<file path="src/rtl/telem_pkg.sv">
package telem_pkg;
  localparam logic [7:0] HDR_A    = 8'h0D;
  localparam logic [7:0] HDR_B    = 8'h0A;
  localparam logic [7:0] PAD_BYTE = 8'h00;
  localparam logic [7:0] END_BYTE = 8'hFF;
  localparam int         BITS_PER_CHAR = 10;

  function automatic int frame_bytes(input int nch);
    return 8 * nch + 9;
  endfunction
endpackage

</file>
<file path="src/rtl/telem_pin_sel.sv">
module telem_pin_sel #(
  parameter int NCH   = 4,
  parameter int SEL_W = 2
) (
  input  logic [NCH-1:0]   req_i,
  output logic [SEL_W-1:0] sel_o,
  output logic             any_o
);
  always_comb begin
    sel_o = '0;
    for (int k = NCH - 1; k >= 0; k--) begin
      if (req_i[k]) sel_o = SEL_W'(k);
    end
  end
  assign any_o = |req_i;
endmodule

</file>
<file path="src/rtl/telem_frame_mux.sv">
module telem_frame_mux
  import telem_pkg::*;
#(
  parameter int NCH   = 4,
  parameter int IDX_W = 6
) (
  input  logic [IDX_W-1:0]  idx_i,
  input  logic [7:0]        fw_i,
  input  logic [NCH*8-1:0]  cap_i,
  input  logic [NCH*16-1:0] raw_i,
  input  logic [NCH*16-1:0] base_i,
  input  logic [NCH*16-1:0] diff_i,
  input  logic [7:0]        cstat_i,
  input  logic [7:0]        ostat_i,
  output logic [7:0]        byte_o
);
  localparam int CAP_BASE  = 4;
  localparam int WORD_BASE = CAP_BASE + 2 * NCH;
  localparam int STAT_BASE = WORD_BASE + 6 * NCH;
  localparam int TRL_BASE  = STAT_BASE + 2;

  int          pos, off, grp, ch;
  logic [15:0] word;

  always_comb begin
    pos    = int'(idx_i);
    off    = 0;
    grp    = 0;
    ch     = 0;
    word   = '0;
    byte_o = PAD_BYTE;
    if (pos == 0)      byte_o = HDR_A;
    else if (pos == 1) byte_o = HDR_B;
    else if (pos == 2) byte_o = PAD_BYTE;
    else if (pos == 3) byte_o = fw_i;
    else if (pos < WORD_BASE) begin
      off = pos - CAP_BASE;
      ch  = off / 2;
      if (off % 2 == 1) byte_o = cap_i[ch*8 +: 8];
    end else if (pos < STAT_BASE) begin
      off = pos - WORD_BASE;
      grp = off / (2 * NCH);
      ch  = (off % (2 * NCH)) / 2;
      case (grp)
        0:       word = raw_i[ch*16 +: 16];
        1:       word = base_i[ch*16 +: 16];
        default: word = diff_i[ch*16 +: 16];
      endcase
      byte_o = (off % 2 == 0) ? word[15:8] : word[7:0];
    end else if (pos == STAT_BASE)     byte_o = cstat_i;
    else if (pos == STAT_BASE + 1)     byte_o = ostat_i;
    else if (pos == TRL_BASE)          byte_o = PAD_BYTE;
    else                               byte_o = END_BYTE;
  end
endmodule

</file>
<file path="src/rtl/telem_bit_tx.sv">
module telem_bit_tx #(
  parameter int CLKS_PER_BIT = 16
) (
  input  logic       clk,
  input  logic       rst_n,
  input  logic       load_i,
  input  logic       run_i,
  input  logic [7:0] byte_i,
  output logic       line_o,
  output logic       byte_end_o
);
  localparam int DIV_W = (CLKS_PER_BIT > 1) ? $clog2(CLKS_PER_BIT) : 1;
  localparam logic [DIV_W-1:0] DIV_LAST = DIV_W'(CLKS_PER_BIT - 1);
  localparam logic [3:0]       STOP_POS = 4'd9;

  logic [DIV_W-1:0] div_q, div_d;
  logic [3:0]       bit_q, bit_d;
  logic [3:0]       data_pos;
  logic             tick;

  assign tick = run_i && (div_q == DIV_LAST);

  always_comb begin
    div_d = div_q;
    bit_d = bit_q;
    if (load_i) begin
      div_d = '0;
      bit_d = '0;
    end else if (run_i) begin
      if (tick) begin
        div_d = '0;
        bit_d = (bit_q == STOP_POS) ? 4'd0 : bit_q + 4'd1;
      end else begin
        div_d = div_q + DIV_W'(1);
      end
    end
  end

  always_ff @(posedge clk or negedge rst_n) begin
    if (!rst_n) begin
      div_q <= '0;
      bit_q <= '0;
    end else begin
      div_q <= div_d;
      bit_q <= bit_d;
    end
  end

  assign data_pos   = bit_q - 4'd1;
  assign line_o     = (bit_q == 4'd0) ? 1'b0 :
                      (bit_q == STOP_POS) ? 1'b1 : byte_i[data_pos[2:0]];
  assign byte_end_o = tick && (bit_q == STOP_POS);


  frame_begin_chk: assert property (@(posedge clk) disable iff (!rst_n)
    $rose(run_i) |-> (bit_q == 4'd0 && div_q == '0));

  bit_range_chk: assert property (@(posedge clk) disable iff (!rst_n)
    bit_q <= STOP_POS);
endmodule

</file>
<file path="src/rtl/telem_frame_tx.sv">
module telem_frame_tx
  import telem_pkg::*;
#(
  parameter int NCH          = 4,
  parameter int CLKS_PER_BIT = 16
) (
  input  logic              clk,
  input  logic              rst_n,
  input  logic              start_i,
  input  logic [NCH-1:0]    req_i,
  input  logic [7:0]        fw_rev_i,
  input  logic [NCH*8-1:0]  cap_i,
  input  logic [NCH*16-1:0] raw_i,
  input  logic [NCH*16-1:0] base_i,
  input  logic [NCH*16-1:0] diff_i,
  input  logic [7:0]        chan_stat_i,
  input  logic [7:0]        out_stat_i,
  output logic [NCH-1:0]    tx_o,
  output logic              busy_o
);
  localparam int SEL_W  = (NCH > 1) ? $clog2(NCH) : 1;
  localparam int NBYTES = frame_bytes(NCH);
  localparam int IDX_W  = $clog2(NBYTES + 1);
  localparam logic [IDX_W-1:0] LAST_IDX = IDX_W'(NBYTES - 1);

  logic             busy_q, busy_d;
  logic [IDX_W-1:0] idx_q, idx_d;
  logic [SEL_W-1:0] sel_q, sel_d, pick;
  logic             req_any, accept, byte_end, line;
  logic [7:0]       cur_byte;

  logic [7:0]        fw_q, cstat_q, ostat_q;
  logic [NCH*8-1:0]  cap_q;
  logic [NCH*16-1:0] raw_q, base_q, diff_q;

  telem_pin_sel #(.NCH(NCH), .SEL_W(SEL_W)) u_sel (
    .req_i(req_i), .sel_o(pick), .any_o(req_any));

  assign accept = start_i && !busy_q && req_any;

  always_comb begin
    busy_d = busy_q;
    idx_d  = idx_q;
    sel_d  = sel_q;
    if (accept) begin
      busy_d = 1'b1;
      idx_d  = '0;
      sel_d  = pick;
    end else if (byte_end) begin
      if (idx_q == LAST_IDX) busy_d = 1'b0;
      else                   idx_d  = idx_q + IDX_W'(1);
    end
  end

  always_ff @(posedge clk or negedge rst_n) begin
    if (!rst_n) begin
      busy_q <= 1'b0;
      idx_q  <= '0;
      sel_q  <= '0;
    end else begin
      busy_q <= busy_d;
      idx_q  <= idx_d;
      sel_q  <= sel_d;
    end
  end

  always_ff @(posedge clk or negedge rst_n) begin
    if (!rst_n) begin
      fw_q    <= '0;
      cap_q   <= '0;
      raw_q   <= '0;
      base_q  <= '0;
      diff_q  <= '0;
      cstat_q <= '0;
      ostat_q <= '0;
    end else if (accept) begin
      fw_q    <= fw_rev_i;
      cap_q   <= cap_i;
      raw_q   <= raw_i;
      base_q  <= base_i;
      diff_q  <= diff_i;
      cstat_q <= chan_stat_i;
      ostat_q <= out_stat_i;
    end
  end

  telem_frame_mux #(.NCH(NCH), .IDX_W(IDX_W)) u_mux (
    .idx_i(idx_q), .fw_i(fw_q), .cap_i(cap_q), .raw_i(raw_q),
    .base_i(base_q), .diff_i(diff_q), .cstat_i(cstat_q),
    .ostat_i(ostat_q), .byte_o(cur_byte));

  telem_bit_tx #(.CLKS_PER_BIT(CLKS_PER_BIT)) u_bit (
    .clk(clk), .rst_n(rst_n), .load_i(accept), .run_i(busy_q),
    .byte_i(cur_byte), .line_o(line), .byte_end_o(byte_end));

  for (genvar k = 0; k < NCH; k++) begin : g_pin
    assign tx_o[k] = (busy_q && sel_q == SEL_W'(k)) ? line : 1'b1;
  end

  assign busy_o = busy_q;


  idle_high_chk: assert property (@(posedge clk) disable iff (!rst_n)
    !busy_q |-> (&tx_o));

  one_pin_chk: assert property (@(posedge clk) disable iff (!rst_n)
    $countones(~tx_o) <= 1);

  sel_hold_chk: assert property (@(posedge clk) disable iff (!rst_n)
    busy_q |=> $stable(sel_q));

  snap_hold_chk: assert property (@(posedge clk) disable iff (!rst_n)
    busy_q |=> ($stable(raw_q) && $stable(base_q) && $stable(diff_q) && $stable(fw_q)));

  busy_end_chk: assert property (@(posedge clk) disable iff (!rst_n)
    $fell(busy_q) |-> $past(idx_q == LAST_IDX));
endmodule

</file>
<file path="config.mk">
export PLATFORM = sky130hd
export DESIGN_NAME = telem_frame_tx
export DESIGN_NICKNAME = d
export VERILOG_FILES = /design/src/rtl/telem_pkg.sv /design/src/rtl/telem_pin_sel.sv /design/src/rtl/telem_frame_mux.sv /design/src/rtl/telem_bit_tx.sv /design/src/rtl/telem_frame_tx.sv
export SDC_FILE = /design/constraint.sdc
export NUM_CORES = 1
export LEC_CHECK = 0
export BUFFER_PORTS_ARGS = -buffer_cell sky130_fd_sc_hd__buf_2
export CORE_MARGIN = 5
export CORE_UTILIZATION = 55
export CTS_CLUSTER_DIAMETER = 200
export DETAILED_ROUTE_END_ITERATION = 12
export PLACE_DENSITY_LB_ADDON = 0.1
export SETUP_SLACK_MARGIN = 0.2
export SYNTH_ARGS = -nofsm -noshare
export SYNTH_HDL_FRONTEND = slang
export SYNTH_SLANG_ARGS = --single-unit
</file>
<file path="constraint.sdc">
create_clock -name clk -period 8.1 [get_ports clk]
set_input_delay 0.81 -clock clk [delete_from_list [all_inputs] [get_ports clk]]
set_output_delay 0.81 -clock clk [all_outputs]
set_load 0.005 [all_outputs]
</file>
---- Yosys cells after proc, flatten, opt, wreduce, memory -nomap -nowiden ----
Cells that the tools add are included.
storage, ports and cells
  output and inout port bits .............. 5
  word-level logic and storage cells ...... 107
  register bits ........................... 265
cells by class
  reduce and logical (&&, ||, !) cells .... 23
  add/sub/neg operators ................... 9
  bitwise gates (word level) .............. 4
  $lt $le $gt $ge ......................... 3
  shift operators ......................... 4
  multiplexer cells ....................... 37
  eq/ne operators ......................... 15
operators with widths
  operator                                           number
  indexed part select 64 x 32 -> 16 bit              3
  two-way mux 8 bit                                  11
  logical NOT 32 bit                                 2
  adder 32 x 1 -> 32 bit                             1
  == test 32 x 1 -> 1 bit (second input constant)    1
  one-hot mux 16 bit (2 select lines)                1
  indexed part select 32 x 32 -> 8 bit               1
  adder 29 x 1 -> 29 bit                             1
  adder 28 x 1 -> 28 bit                             1
  two-way mux 4 bit                                  7
  == test 6 bit (second input constant)              4
  two-way mux 6 bit                                  3
  == test 6 x 3 -> 1 bit (second input constant)     2
  two-way mux 1 bit                                  10
  adder 4 x 1 -> 4 bit (second input constant)       2
  == test 4 bit (second input constant)              2
  logical AND 1 bit                                  8
  two-way mux 2 bit                                  4
  nonzero test 2 bit                                 4
  subtractor 6 x 3 -> 7 bit (second input constant)  1
  subtractor 6 x 4 -> 7 bit (second input constant)  1
  adder 6 x 1 -> 6 bit (second input constant)       1
  == test 2 bit (second input constant)              3
  == test 6 x 2 -> 1 bit (second input constant)     1
  other kinds (15)                                   20

---- Longest topological paths before layout ----
Gate-level depths: netlist (run 1).
  word-level depth ........................ 19
  mapped depth ............................ 17
  mapped depth without buffers ............ 15

---- Hierarchy ----
From an unflattened synthesis (run 1), not the netlist that was laid out.
unflattened totals
  cells, all modules ...................... 1034
  area, all modules ....................... 14285.0 um^2
modules (own cells, without submodules)
  module           sequential area each (um^2)  cells each  times used  area an instance (um^2)
  telem_frame_tx   6431.2                       572         1           10727.8
  telem_frame_mux  0.0                          393         1           2921.6
  telem_bit_tx     200.2                        62          1           600.6
  telem_pin_sel    0.0                          7           1           35.0

---- Worst setup path after synthesis (run 1) ----
Ideal clock, no wire load.
  kind .................................... register to output
  start point ............................. reg idx_q[3]
  end point ............................... out tx_o[0]
  data arrival time ....................... 3914 ps
  stages on the path, launching flop included .. 17
  path buffers ............................ 1
  data required time ...................... 7290 ps
  slack ................................... 3376 ps
  cells stage by stage .................... dfrtp_1 -> ha_1 -> nor3_1 -> and2_1 -> ha_1 -> ha_1 -> nand2_1 -> ha_1 -> nor4b_2 -> nand4b_1 -> nor2_4 -> buf_4 -> mux4_2 -> a2111oi_0 -> o31ai_1 -> o211ai_2 -> o211ai_1
between the ends
  longest elaborated chain between the ends .. 18
ends and longest elaborated chain
  what                                                      line                                                                 text
  start, declared                                           telem_frame_tx.sv:27                                                 logic [IDX_W-1:0] idx_q, idx_d;
  start signal, assigned                                    telem_frame_tx.sv:62                                                 idx_q <= idx_d;
  subtractor 6 x 4 -> 7 bit                                 telem_frame_mux.sv:41                                                off = pos - WORD_BASE;
  AND 1 bit (no line) (2 in a row)                          -
  adder 28 x 1 -> 28 bit (no line)                          -
  indexed part select 64 x 32 -> 16 bit (on tied branches)  telem_frame_mux.sv:47, telem_frame_mux.sv:45, telem_frame_mux.sv:46
  one-hot mux 16 bit (2 select lines)                       telem_frame_mux.sv:44                                                case (grp)
  two-way mux 8 bit                                         telem_frame_mux.sv:49                                                byte_o = (off % 2 == 0) ? word[15:8] : word[7:0];
  two-way mux 8 bit                                         telem_frame_mux.sv:40                                                end else if (pos < STAT_BASE) begin
  two-way mux 8 bit                                         telem_frame_mux.sv:36                                                else if (pos < WORD_BASE) begin
  two-way mux 8 bit                                         telem_frame_mux.sv:35                                                else if (pos == 3) byte_o = fw_i;
  two-way mux 8 bit                                         telem_frame_mux.sv:34                                                else if (pos == 2) byte_o = PAD_BYTE;
  two-way mux 8 bit                                         telem_frame_mux.sv:33                                                else if (pos == 1) byte_o = HDR_B;
  two-way mux 8 bit *                                       telem_frame_mux.sv:32                                                if (pos == 0) byte_o = HDR_A;
  binary-select mux 1 bit (select 3 bit) *                  telem_bit_tx.sv:51                                                   (bit_q == STOP_POS) ? 1'b1 : byte_i[data_pos[2:0]];
  two-way mux 1 bit (implied by the code) *                 telem_bit_tx.sv:51
  two-way mux 1 bit *                                       telem_bit_tx.sv:51
  two-way mux 1 bit *                                       telem_bit_tx.sv:50                                                   assign line_o = (bit_q == 4'd0) ? 1'b0 :
  two-way mux 1 bit *                                       telem_frame_tx.sv:97                                                 assign tx_o[k] = (busy_q && sel_q == SEL_W'(k)) ? line : 1'b1;
  end, declared                                             telem_frame_tx.sv:18                                                 output logic [NCH-1:0] tx_o,
Mark *: on every way between the ends. The rest lies on a longest branch, timed or not. The select of a mux whose other input is x is not followed.

---- Final worst setup path (run 1) ----
  start point ............................. reg idx_q[3]
  end point ............................... out tx_o[3]
Same word-level chain as after synthesis.

==> summary.md, run 1 <==
| Metric | Value |
|---|---|
| Status | `finished clean` |
| Worst-Skew Late Latency | `0.56 ns` |
| Hold Vio Cnt, Final | `0` |
| TNS Setup | `0 ns` |
| Clk slew on worst S/H paths | `0.06 ns` |
| Avg WL per Cell | `19.1 um` |
| Critical path cell sequence | `ha_1, nor3_1, and2_1, ha_4, ha_1, nand2_1, ha_1, nor4b_2, nand4b_1, buf_4, nor2_4, mux4_2, a2111oi_0, o31ai_1, o211ai_2, o211ai_1, buf_2` |
| I/O Pins | `260` |
| Share of the synthesized area in the top cell type | `0.493` |
| Placeable Area | `24200 um^2` |
| Lkg Pwr | `8.37 nW` |
| Peak Freq | `0.154 GHz` |
| Crit end category | `output pin` |
| Yosys warnings | `0` |
| RSZ-0062 raised after global routing | `false` |
| CTS tree | `done` |
| Crit path launch type | `register` |
| Setup CP Type | `register to output pin` |
| Avg Inst Size Synth | `8.62 um^2` |
| Nets | `2049` |
| Clk_skew | `0.0263 ns` |
| Seq/Total Area, Yosys | `0.493` |
| Slowest cell delay on critical path | `0.65 ns` |
| GRT overflow | `0` |
| Worst Path Max Fanout | `22` |
| Die width | `166 um` |
| VDD IR-drop max | `194 uV` |
| Final GP Congestion | `0.924` |
| TritonCTS buffer count | `28` |
| Vias/cell | `5.45` |
| Hold crit path type | `input port to asynchronous set/reset pin` |
| Longest Clk Path Bufs | `3` |
| Most common cell in the netlist | `nand2_1` |
| Main synth FF type | `dfrtp_1` |
| Gr usage total | `0.286` |
| Router iterations before antenna repair | `6` |
| Area of the multi-input gates | `6440 um^2` |
| Final wirelength | `40400 um` |
| Net Count, Synth | `1838` |
| Layout cells sized above 1 | `0.218` |
| Via count | `11500` |
| Yosys reg bits | `265` |
| Slew Limit Fails | `0` |
| Bufs and invs on worst path | `2` |
| Area grow syn2layout | `18.2%` |
| Crit-path leading delay family | `simple AND/OR/NAND/NOR gates` |
| First-pass GRT wire length | `63900 um` |
| # rows | `57` |
| Slew HR | `0.317` |
| DRT antenna net count | `0` |
| Total die area | `27700 um^2` |
| Dpl hpwl | `29300 um` |
| PortBufs | `259` |
| Most Frequent Cell on Critical Path | `ha_1` |
| DRT iter0 DRCs | `815` |
| Fin util | `0.658` |
| Post-Syn Instances | `1560` |
| Top cells by count, synth | `nand2_1, dfrtp_1, clkbuf_1, mux2i_1, nor2_1` |
| Root buffer cell | `clkbuf_16` |
| Setup violators final | `0` |
| Largest net degree at the start of global routing | `174` |
| Initial core utilization | `0.556` |
| Required time of the critical path | `7.29 ns` |
| ANT cells | `0` |
| Pwr dens | `294 nW/um^2` |
| Max_cap viols | `0` |
| Fillers | `2025` |
| Postcts setup bufs | `0` |
| Worst slew pin tran | `1.02 ns` |
| Die boundary height | `166 um` |
| Leading post-synthesis cells by cell area | `dfrtp_1, nand2_1, mux4_2, mux2i_1, mux2_2` |
| Synth Cell Area | `13400 um^2` |
| Ys async rst share | `1.00` |
| Initial antenna violation count | `0` |
| Htree depth | `1` |
| Period minus WS final | `6.50 ns` |
| Clk sinks | `265` |
| # DRC | `0` |
| Register area | `6630 um^2` |
| Vias in the first global route | `11800` |
| Crit-path slowest cell | `a2111oi_0` |
| CP arrival | `5.69 ns` |
| Final Cycle Share | `0.802` |
| EDFF count, synth | `0` |
| Yosys cell types | `76` |
| Cts repair resizes | `0` |
| Hold-fix buffers, CTS | `0` |
| Synth area leader | `dfrtp_1` |
-- routing by layer --
layer  share of wire  vias up  GRT usage
li1                -     5570          -
met1            0.42     5560      0.382
met2            0.50      341      0.494
met3           0.052       75     0.0421
met4           0.028        0     0.0744
met5               0        -          0
-- layout make-up --
class | instances | area share
tap | 324 | 0.0255
clock buffer | 37 | 0.0475
inverter | 12 | 0.00283
clock inverter | 15 | 0.0127
sequential | 265 | 0.417
multi-input combinational | 1191 | 0.405
timing repair buffer | 273 | 0.0896
-- worst reg2reg max path, cell delays in order, from the launching register on --
cell      delay [ns]
dfrtp_1         0.50
nand2b_1        0.28
a21oi_4         0.13
buf_4           0.55
buf_4           0.87
nand2_1         0.31
nand2_1         0.10
-- through the flow --
| stage | hold WS, ns | setup slack (ns) | cell area, um^2 | power [mW] | cells |
|---|---|---|---|---|---|
| after CTS | 0.290 | 1.63 | 15900 | 4.68 | 2117 |
| after global routing | 0.309 | 1.25 | 15900 | 4.88 | 2117 |
| final | 0.260 | 1.60 | 15900 | 4.67 | 2117 |
| after global placement | 0.453 | 2.27 | 14900 | 3.34 | 2065 |
| after floorplan | 0.437 | 3.38 | 13400 | 2.73 | 1560 |
| after detailed placement | 0.458 | 2.22 | 14900 | 3.34 | 2065 |
-- placed cells by master (no fill, tap or decap), types with 4 or more instances in the layout --
| master | n |
|---|---|
| a2111oi_0 | 10 |
| a211oi_1 | 9 |
| a21o_1 | 4 |
| a21oi_1 | 30 |
| a221oi_1 | 5 |
| and2_1 | 4 |
| and3_1 | 5 |
| buf_2 | 258 |
| buf_4 | 13 |
| bufinv_16 | 4 |
| clkbuf_1 | 7 |
| clkbuf_16 | 28 |
| clkinv_2 | 5 |
| dfrtp_1 | 265 |
| ha_1 | 21 |
| inv_1 | 11 |
| mux2_2 | 27 |
| mux2i_1 | 37 |
| mux4_2 | 23 |
| nand2_1 | 784 |
| nand2b_1 | 8 |
| nand3_1 | 18 |
| nand4_1 | 5 |
| nor2_1 | 35 |
| nor2b_1 | 8 |
| nor3_1 | 19 |
| o211ai_1 | 12 |
| o21ai_0 | 31 |
| o22ai_1 | 4 |
| o2bb2ai_1 | 4 |
| o31ai_1 | 6 |
| xnor2_1 | 7 |
-- flip-flops by register name, indices dropped and copies added, names as in the netlist, 2 cells and up --
register,flops
u_bit.div_q,4
u_bit.bit_q,4
ostat_q,8
cstat_q,8
base_q,64
fw_q,8
idx_q,6
cap_q,32
raw_q,64
sel_q,2
diff_q,64
-- worst paths after layout --
check / startpoint / to / slack [ns] / cells past startpoint
worst max-delay path: idx_q[3] / tx_o[3] / 1.60 / 17
worst min-delay path: rst_n / cap_q[18] / 0.26 / 1
worst max register to register: busy_o / diff_q[17] / 5.31 / 6
worst min register to register: raw_q[54] / raw_q[54] / 0.47 / 2
max in group asynchronous: rst_n / base_q[22] / 6.45 / 2
min in group clk: base_i[55] / base_q[55] / 0.44 / 3
-- power breakdown --
part	internal, mW	switching [mW]
Sequential	1.42	0.101
Combinational	0.709	1.10
Clock	0.788	0.548
-- cell families after synthesis --
| kind of cell | after synthesis | synth area share |
|---|---|---|
| xor+xnor | 13 | 0.0104 |
| buf+inv | 104 | 0.0314 |
| flops | 265 | 0.493 |
| simple gates | 913 | 0.275 |
| mux | 87 | 0.0887 |
| fa+ha+maj | 23 | 0.0214 |
| compound gates | 155 | 0.0800 |
Note: power is estimated with default switching activity, not from simulation.
==> inputs of run 2 (changes only) <==
--- a/config.mk
+++ b/config.mk
@@ -5,6 +5,7 @@
 export SDC_FILE = /design/constraint.sdc
 export NUM_CORES = 1
 export LEC_CHECK = 0
+export ABC_AREA = 1
 export BUFFER_PORTS_ARGS = -buffer_cell sky130_fd_sc_hd__buf_2
 export CORE_MARGIN = 5
 export CORE_UTILIZATION = 55
==> constraint.sdc (replaced) <==
create_clock -name clk -period 6.1 [get_ports clk]
set_input_delay 0.61 -clock clk [delete_from_list [all_inputs] [get_ports clk]]
set_output_delay 0.61 -clock clk [all_outputs]
set_load 0.005 [all_outputs]
==> run 2 against run 1 <==
Against the previous run:
- sequential share of layout area up 0.63 points
- critical path type unchanged
- largest power group is now registers
- via count up 9.1%
- combinational power up 6%
- power up 40%
- critical endpoint unchanged
==> summary.md, run 2 <==
| Metric | Value |
|---|---|
| Status | `finished clean` |
| ANT cells | `0 (unchanged)` |
| Htree depth | `1 (unchanged)` |
| P_sw | `2.34 mW (+34%)` |
| Area grow syn2layout | `19.0%` |
| Setup CP Type | `register to output pin` |
| Tot Pwr | `6.52 mW (+40%)` |
| Top flop regs | `base_q (64), diff_q (64), raw_q (64)` |
| Worst Reg-to-Reg Cells | `6 (unchanged)` |
| Final wirelength | `40000 um (-1.1%)` |
| Share of the synthesized area in the top cell type | `0.504 (+0.0108)` |
| Pwr dens | `416 nW/um^2 (+42%)` |
| # DRC | `0 (unchanged)` |
| Lkg Pwr | `8.50 nW (+1.6%)` |
| Worst Setup Slack, final | `0.594 ns (-1.01 ns)` |
| Nets | `2296 (+12%)` |
| Longest Clk Path Bufs | `3 (unchanged)` |
| Clk sinks | `265 (unchanged)` |
| Busiest grt layer | `met1` |
| Fin util | `0.665 (+0.00778)` |
| Met2 Resource Use GR | `0.437 (-0.0572)` |
| Top cells by count, synth | `nand2_1, dfrtp_1, nand3_1, clkbuf_1, inv_1` |
| Switching Fraction | `0.360 (-0.0153)` |
| Hold-fix buffers, CTS | `0 (unchanged)` |
| Flop2flop setup slack | `3.16 ns (-2.15 ns)` |
| TritonCTS buffer count | `28 (unchanged)` |
| I/O Pins | `260 (unchanged)` |
| Main synth FF type | `dfrtp_1` |
| P_int | `4.17 mW (+43%)` |
| Placeable Area | `23500 um^2 (-2.6%)` |
| Seq pwr share | `0.444 (+0.118)` |
| Worst slew pin tran | `1.10 ns (+0.0760 ns)` |
| Router iterations before antenna repair | `6 (unchanged)` |
| Layout cells sized above 1 | `0.171 (-0.0475)` |
| CP arrival | `4.90 ns (-0.79 ns)` |
| Setup WS pre-CTS | `0.671 ns (-1.55 ns)` |
| Yosys reg bits | `265 (unchanged)` |
| Vias/cell | `5.35 (-1.9%)` |
| Root buffer cell | `clkbuf_16` |
| Avg Inst Size Synth | `7.32 um^2 (-15%)` |
| Peak Freq | `0.182 GHz` |
| Net Count, Synth | `2077 (+13%)` |
| Final GP Congestion | `0.966 (+4.6%)` |
| Final Cycle Share | `0.903` |
| Setup violators final | `0 (unchanged)` |
| Synth Cell Area | `13200 um^2 (-2.1%)` |
| Hold crit path type | `input port to asynchronous set/reset pin` |
| Dpl hpwl | `27800 um (-5.1%)` |
| Leading post-synthesis cells by cell area | `dfrtp_1, nand2_1, nand3_1, ha_1, clkbuf_1` |
| VDD IR-drop max | `259 uV (+34%)` |
| Fillers | `2125 (+4.9%)` |
| Hold Vio Cnt, Final | `0 (unchanged)` |
| Most common cell in the netlist | `nand2_1` |
| Seq/Total Area, Yosys | `0.504 (+0.0108)` |
| Max_cap viols | `0 (unchanged)` |
| Avg WL per Cell | `17.0 um (-11%)` |
| Via count | `12600 (+9.1%)` |
| Non-filler cells, final | `2353 (+11%)` |
| Gr usage total | `0.290 (+0.00392)` |
| Synth area leader | `dfrtp_1` |
| Post-Syn Instances | `1799 (+15%)` |
| First-pass GRT wire length | `62500 um (-2.2%)` |
| # rows | `56 (-1.8%)` |
| Slew Limit Fails | `0 (unchanged)` |
| Slowest cell delay on critical path | `0.46 ns (-0.19 ns)` |
| Worst-Skew Late Latency | `0.55 ns (about the same)` |
| Crit-path slowest cell | `dfrtp_2` |
| Yosys warnings | `0 (unchanged)` |
| Hold WS | `0.0436 ns (-0.216 ns)` |
| TNS Setup | `0 ns (unchanged)` |
| Largest net degree at the start of global routing | `186 (+6.9%)` |
| Grt met1 use | `0.441 (+0.0587)` |
| Crit end category | `output pin` |
| DRT iter0 DRCs | `1454 (+78%)` |
| Most frequent cells in the layout | `nand2_1, dfrtp_1, buf_2` |
| Crit path launch type | `register` |
| Area of placed instances | `14600 um^2 (-2.0%)` |
| Initial core utilization | `0.559 (+0.00271)` |
| CTS tree | `done` |
| Vias in the first global route | `11900 (+1.2%)` |
| Design area | `15700 um^2 (-1.5%)` |
| EDFF count, synth | `0 (unchanged)` |
| Die width | `165 um (-1.0%)` |
| RSZ-0062 raised after global routing | `false` |
| Period minus WS final | `5.51 ns` |
| GR Util met3 | `0.0564 (+0.0143)` |
| Yosys cell types | `36 (-53%)` |
| Most Frequent Cell on Critical Path | `nand2_1` |
| Die boundary height | `165 um (-1.0%)` |
| Ys async rst share | `1.00 (unchanged)` |
| Required time of the critical path | `5.49 ns (-1.80 ns)` |
| Clk_skew | `0.0174 ns (-0.00890 ns)` |
| Commonest non-fill, non-tap cell in the layout | `nand2_1` |
| Clk slew on worst S/H paths | `0.06 ns (about the same)` |
| Worst Path Max Fanout | `13 (-41%)` |
| Initial antenna violation count | `0 (unchanged)` |
| Total die area | `27100 um^2 (-2.0%)` |
| Logic gate share of total power | `0.294 (-0.094)` |
| GRT overflow | `0 (unchanged)` |
| PortBufs | `259 (unchanged)` |
| Clk pwr share | `0.262 (-0.024)` |
| Slew HR | `0.266 (-0.0507)` |
| DRT antenna net count | `0 (unchanged)` |
| Placed insts | `2301 (+11%)` |
run 2: worst max-delay path, delay by kind of cell (launching register included):
kind            cells  cell delay [ns]
buf+inv             5             0.60
fa+ha+maj           4             1.03
compound gates      2             0.26
flops               1             0.46
simple gates       21             2.02
run 2: kinds of logic (layout without fill, tap and decap cells):
group                      Yosys count  count (layout)  synth area share
and+or+nand+nor                   1256            1257             0.383
adders and majority gates           23              23            0.0219
AOI/OAI and AO/OA                   84              84            0.0340
buffers and inverters              163             397            0.0518
xor gates and xnor gates             8               8           0.00532
DFF                                265             265             0.504
run 2: what timing repair did:
action,in CTS,in global routing
pin swaps,1,0
buffers inserted,1,3
cloned,1,1
setup endpoints to repair,4,4
resized for setup,1,14
run 2: final timing paths:
path,to,from
max,tx_o[3],idx_q[2]
min,raw_q[20],rst_n
max reg2reg,base_q[44],busy_o
min reg2reg,cap_q[11],cap_q[11]
max in group asynchronous,idx_q[2],rst_n
min in group clk,cap_q[16],cap_i[16]
run 2: cell type report:
class / count / area (um^2) / area share
clock buffer: 41 / 800 / 0.0510
clock inverter: 5 / 114 / 0.00727
inverter: 70 / 292 / 0.0186
multi-input combinational: 1372 / 5910 / 0.377
sequential: 265 / 6630 / 0.423
tap: 319 / 399 / 0.0255
timing repair buffer: 280 / 1510 / 0.0967
timing repair inverter: 1 / 6.26 / 0.000399
run 2: power by group through the flow:
stage | combinational, mW | clock (mW) | sequential (mW)
2_1_floorplan | 1.31 | 0 | 2.73
3_3_place_gp | 1.84 | 0 | 2.90
3_5_place_dp | 1.88 | 0 | 2.90
4_1_cts | 1.90 | 1.73 | 2.88
5_1_grt | 2.17 | 1.80 | 2.96
6_report | 1.91 | 1.71 | 2.89
run 2: per-layer routing:
layer | vias up | share of wire
li1 | 6066 | -
met1 | 5883 | 0.44
met2 | 573 | 0.44
met3 | 70 | 0.092
met4 | 0 | 0.024
met5 | - | 0
==> inputs of run 3 (changes only) <==
--- a/config.mk
+++ b/config.mk
@@ -7,12 +7,13 @@
 export LEC_CHECK = 0
 export ABC_AREA = 1
 export BUFFER_PORTS_ARGS = -buffer_cell sky130_fd_sc_hd__buf_2
-export CORE_MARGIN = 5
+export CORE_MARGIN = 2
 export CORE_UTILIZATION = 55
 export CTS_CLUSTER_DIAMETER = 200
 export DETAILED_ROUTE_END_ITERATION = 12
 export PLACE_DENSITY_LB_ADDON = 0.1
 export SETUP_SLACK_MARGIN = 0.2
+export SKIP_LAST_GASP = 1
 export SYNTH_ARGS = -nofsm -noshare
 export SYNTH_HDL_FRONTEND = slang
 export SYNTH_SLANG_ARGS = --single-unit
==> constraint.sdc (replaced) <==
create_clock -name clk -period 6.1 [get_ports clk]
set_input_delay 0.61 -clock clk [delete_from_list [all_inputs] [get_ports clk]]
set_output_delay 0.61 -clock clk [all_outputs]
set_load 0.02 [all_outputs]
==> run 3 against run 2 <==
Against the previous run:
- critical path type unchanged
- routed wire length decreased by 1.3%
- register-to-register slack got worse by 0.12 ns
- sequential power about the same
- die area decreased by 7.2%
- clock power about the same
- worst setup slack got worse by 0.14 ns
- utilization increased by 0.39 points
==> summary.md, run 3 (synthesized netlist as in run 2, its figures left out) <==
| Metric | Value |
|---|---|
| Crit-path slowest cell | `dfrtp_1` |
| Worst-Skew Late Latency | `0.56 ns (about the same)` |
| Top flop regs | `base_q (64), diff_q (64), raw_q (64)` |
| First-pass GRT wire length | `61500 um (-1.7%)` |
| Worst Path Max Fanout | `23 (+10)` |
| DRT antenna net count | `0 (unchanged)` |
| Clk slew on worst S/H paths | `0.06 ns (about the same)` |
| Placed insts | `2298 (-0.13%)` |
| Root buffer cell | `clkbuf_16` |
| Initial antenna violation count | `0 (unchanged)` |
| Critical path startpoint | `idx_q[2]` |
| TNS Setup | `0 ns (unchanged)` |
| Most Frequent Cell on Critical Path | `nand2_1` |
| Commonest non-fill, non-tap cell in the layout | `nand2_1` |
| Peak Freq | `0.177 GHz (-2.5%)` |
| Router iterations before antenna repair | `5 (-1)` |
| Die boundary height | `159 um (-3.6%)` |
| Vias in the first global route | `11600 (-2.9%)` |
| VDD IR-drop max | `214 uV (-17%)` |
| PortBufs | `259 (unchanged)` |
| TritonCTS buffer count | `28 (unchanged)` |
| Slew HR | `0.318 (+0.0522)` |
| Setup CP Type | `register to output pin` |
| Clk sinks | `265 (unchanged)` |
| # rows | `56 (unchanged)` |
| Clk_skew | `0.0154 ns (-0.00200 ns)` |
| Area of placed instances | `14600 um^2 (about the same)` |
| Avg WL per Cell | `16.7 um (-1.4%)` |
| Htree depth | `1 (unchanged)` |
| Slowest cell delay on critical path | `0.46 ns (about the same)` |
| Crit-path leading delay family | `simple AND/OR/NAND/NOR gates` |
| Die width | `159 um (-3.6%)` |
| Most frequent cells in the layout | `nand2_1, dfrtp_1, buf_2` |
| Final wirelength | `39500 um (-1.3%)` |
| Total die area | `25200 um^2 (-7.2%)` |
| Area grow syn2layout | `19.4%` |
| Vias/cell | `5.37 (+0.39%)` |
| Design area | `15700 um^2 (+0.29%)` |
| ANT cells | `0 (unchanged)` |
| Longest Clk Path Bufs | `3 (unchanged)` |
| Pwr dens | `416 nW/um^2 (about the same)` |
| Crit path launch type | `register` |
| Dpl hpwl | `27700 um (-0.22%)` |
| Worst slew pin tran | `1.02 ns (-0.0783 ns)` |
| CP arrival | `5.04 ns (+0.14 ns)` |
| Crit end category | `output pin` |
| RSZ-0062 raised after global routing | `false` |
| Non-filler cells, final | `2357 (+0.17%)` |
| Final Cycle Share | `0.925 (+0.0229)` |
| Required time of the critical path | `5.49 ns (about the same)` |
| Gr usage total | `0.314 (+0.0244)` |
| Layout cells sized above 1 | `0.175 (+0.00408)` |
| I/O Pins | `260 (unchanged)` |
| Via count | `12700 (+0.56%)` |
| Max_cap viols | `0 (unchanged)` |
| Slew Limit Fails | `0 (unchanged)` |
| CTS tree | `done` |
| Nets | `2296 (unchanged)` |
| Period minus WS final | `5.65 ns (+0.139 ns)` |
| Status | `finished clean` |
| Final GP Congestion | `0.982 (+1.6%)` |
| GRT overflow | `0 (unchanged)` |
| Largest net degree at the start of global routing | `172 (-7.5%)` |
| Fillers | `2071 (-2.5%)` |
| Setup violators final | `0 (unchanged)` |
| Hold crit path type | `input port to asynchronous set/reset pin` |
| # DRC | `0 (unchanged)` |
| Hold Vio Cnt, Final | `0 (unchanged)` |
| DRT iter0 DRCs | `1342 (-7.7%)` |
| Lkg Pwr | `8.53 nW (+0.31%)` |
| Bufs and invs on worst path | `5 (unchanged)` |
| Initial core utilization | `0.561 (+0.00167)` |
| Placeable Area | `23500 um^2 (-0.30%)` |
| Reg2reg start | `busy_o` |
## run 3: power breakdown
group	internal [mW]	total (mW)	switching, mW	leakage (nW)
Combinational	0.712	1.89	1.17	4.75
Sequential	2.43	2.92	0.485	3.31
Clock	1.02	1.73	0.707	0.470
Total	4.17	6.53	2.37	8.53
## run 3: path summary, 6_finish.rpt
kind	end	slack, ns	cells after the start
worst max-delay path	tx_o[3]	0.45	34
worst min-delay path	raw_q[21]	0.05	1
worst max register to register	diff_q[11]	3.04	6
worst min register to register	cap_q[10]	0.47	2
max in group asynchronous	idx_q[1]	4.69	2
min in group clk	cap_q[10]	0.24	3
## run 3: routing by layer
metal / global-route usage / share of wire / wire length [um] / vias up
li1: - / - / - / 6081
met1: 0.479 / 0.45 / 17900 / 5925
met2: 0.459 / 0.43 / 16800 / 568
met3: 0.0572 / 0.089 / 3520 / 89
met4: 0.0909 / 0.031 / 1230 / 0
met5: 0 / 0 / 0 / -
## run 3: layout make-up
type / instances / area, um^2 / share of cell area
Clock buffer: 40 / 826 / 0.0526
Sequential cell: 265 / 6630 / 0.422
Timing Repair inverter: 1 / 6.26 / 0.000398
Tap cell: 319 / 399 / 0.0254
Inverter: 70 / 289 / 0.0184
Timing Repair Buffer: 280 / 1550 / 0.0988
Clock inverter: 10 / 111 / 0.00709
Multi-Input combinational cell: 1372 / 5890 / 0.375
## run 3: stage by stage
step	hold WS, ns	util	worst slack (ns)	power, mW
after detailed placement	0.460	0.623	0.627	4.77
final	0.0487	0.669	0.455	6.53
after global placement	0.458	0.623	0.788	4.74
after CTS	0.104	0.665	0.209	6.52
after floorplan	0.314	-	1.67	4.05
after global routing	0.134	0.669	0.174	6.94
## run 3: timing repair
item | CTS | global route
cloned | 1 | 1
setup endpoints to repair | 4 | 4
pin swaps | 1 | 2
resized for setup | 5 | 9
hold buffers | 0 | 0
buffers inserted | 1 | 6
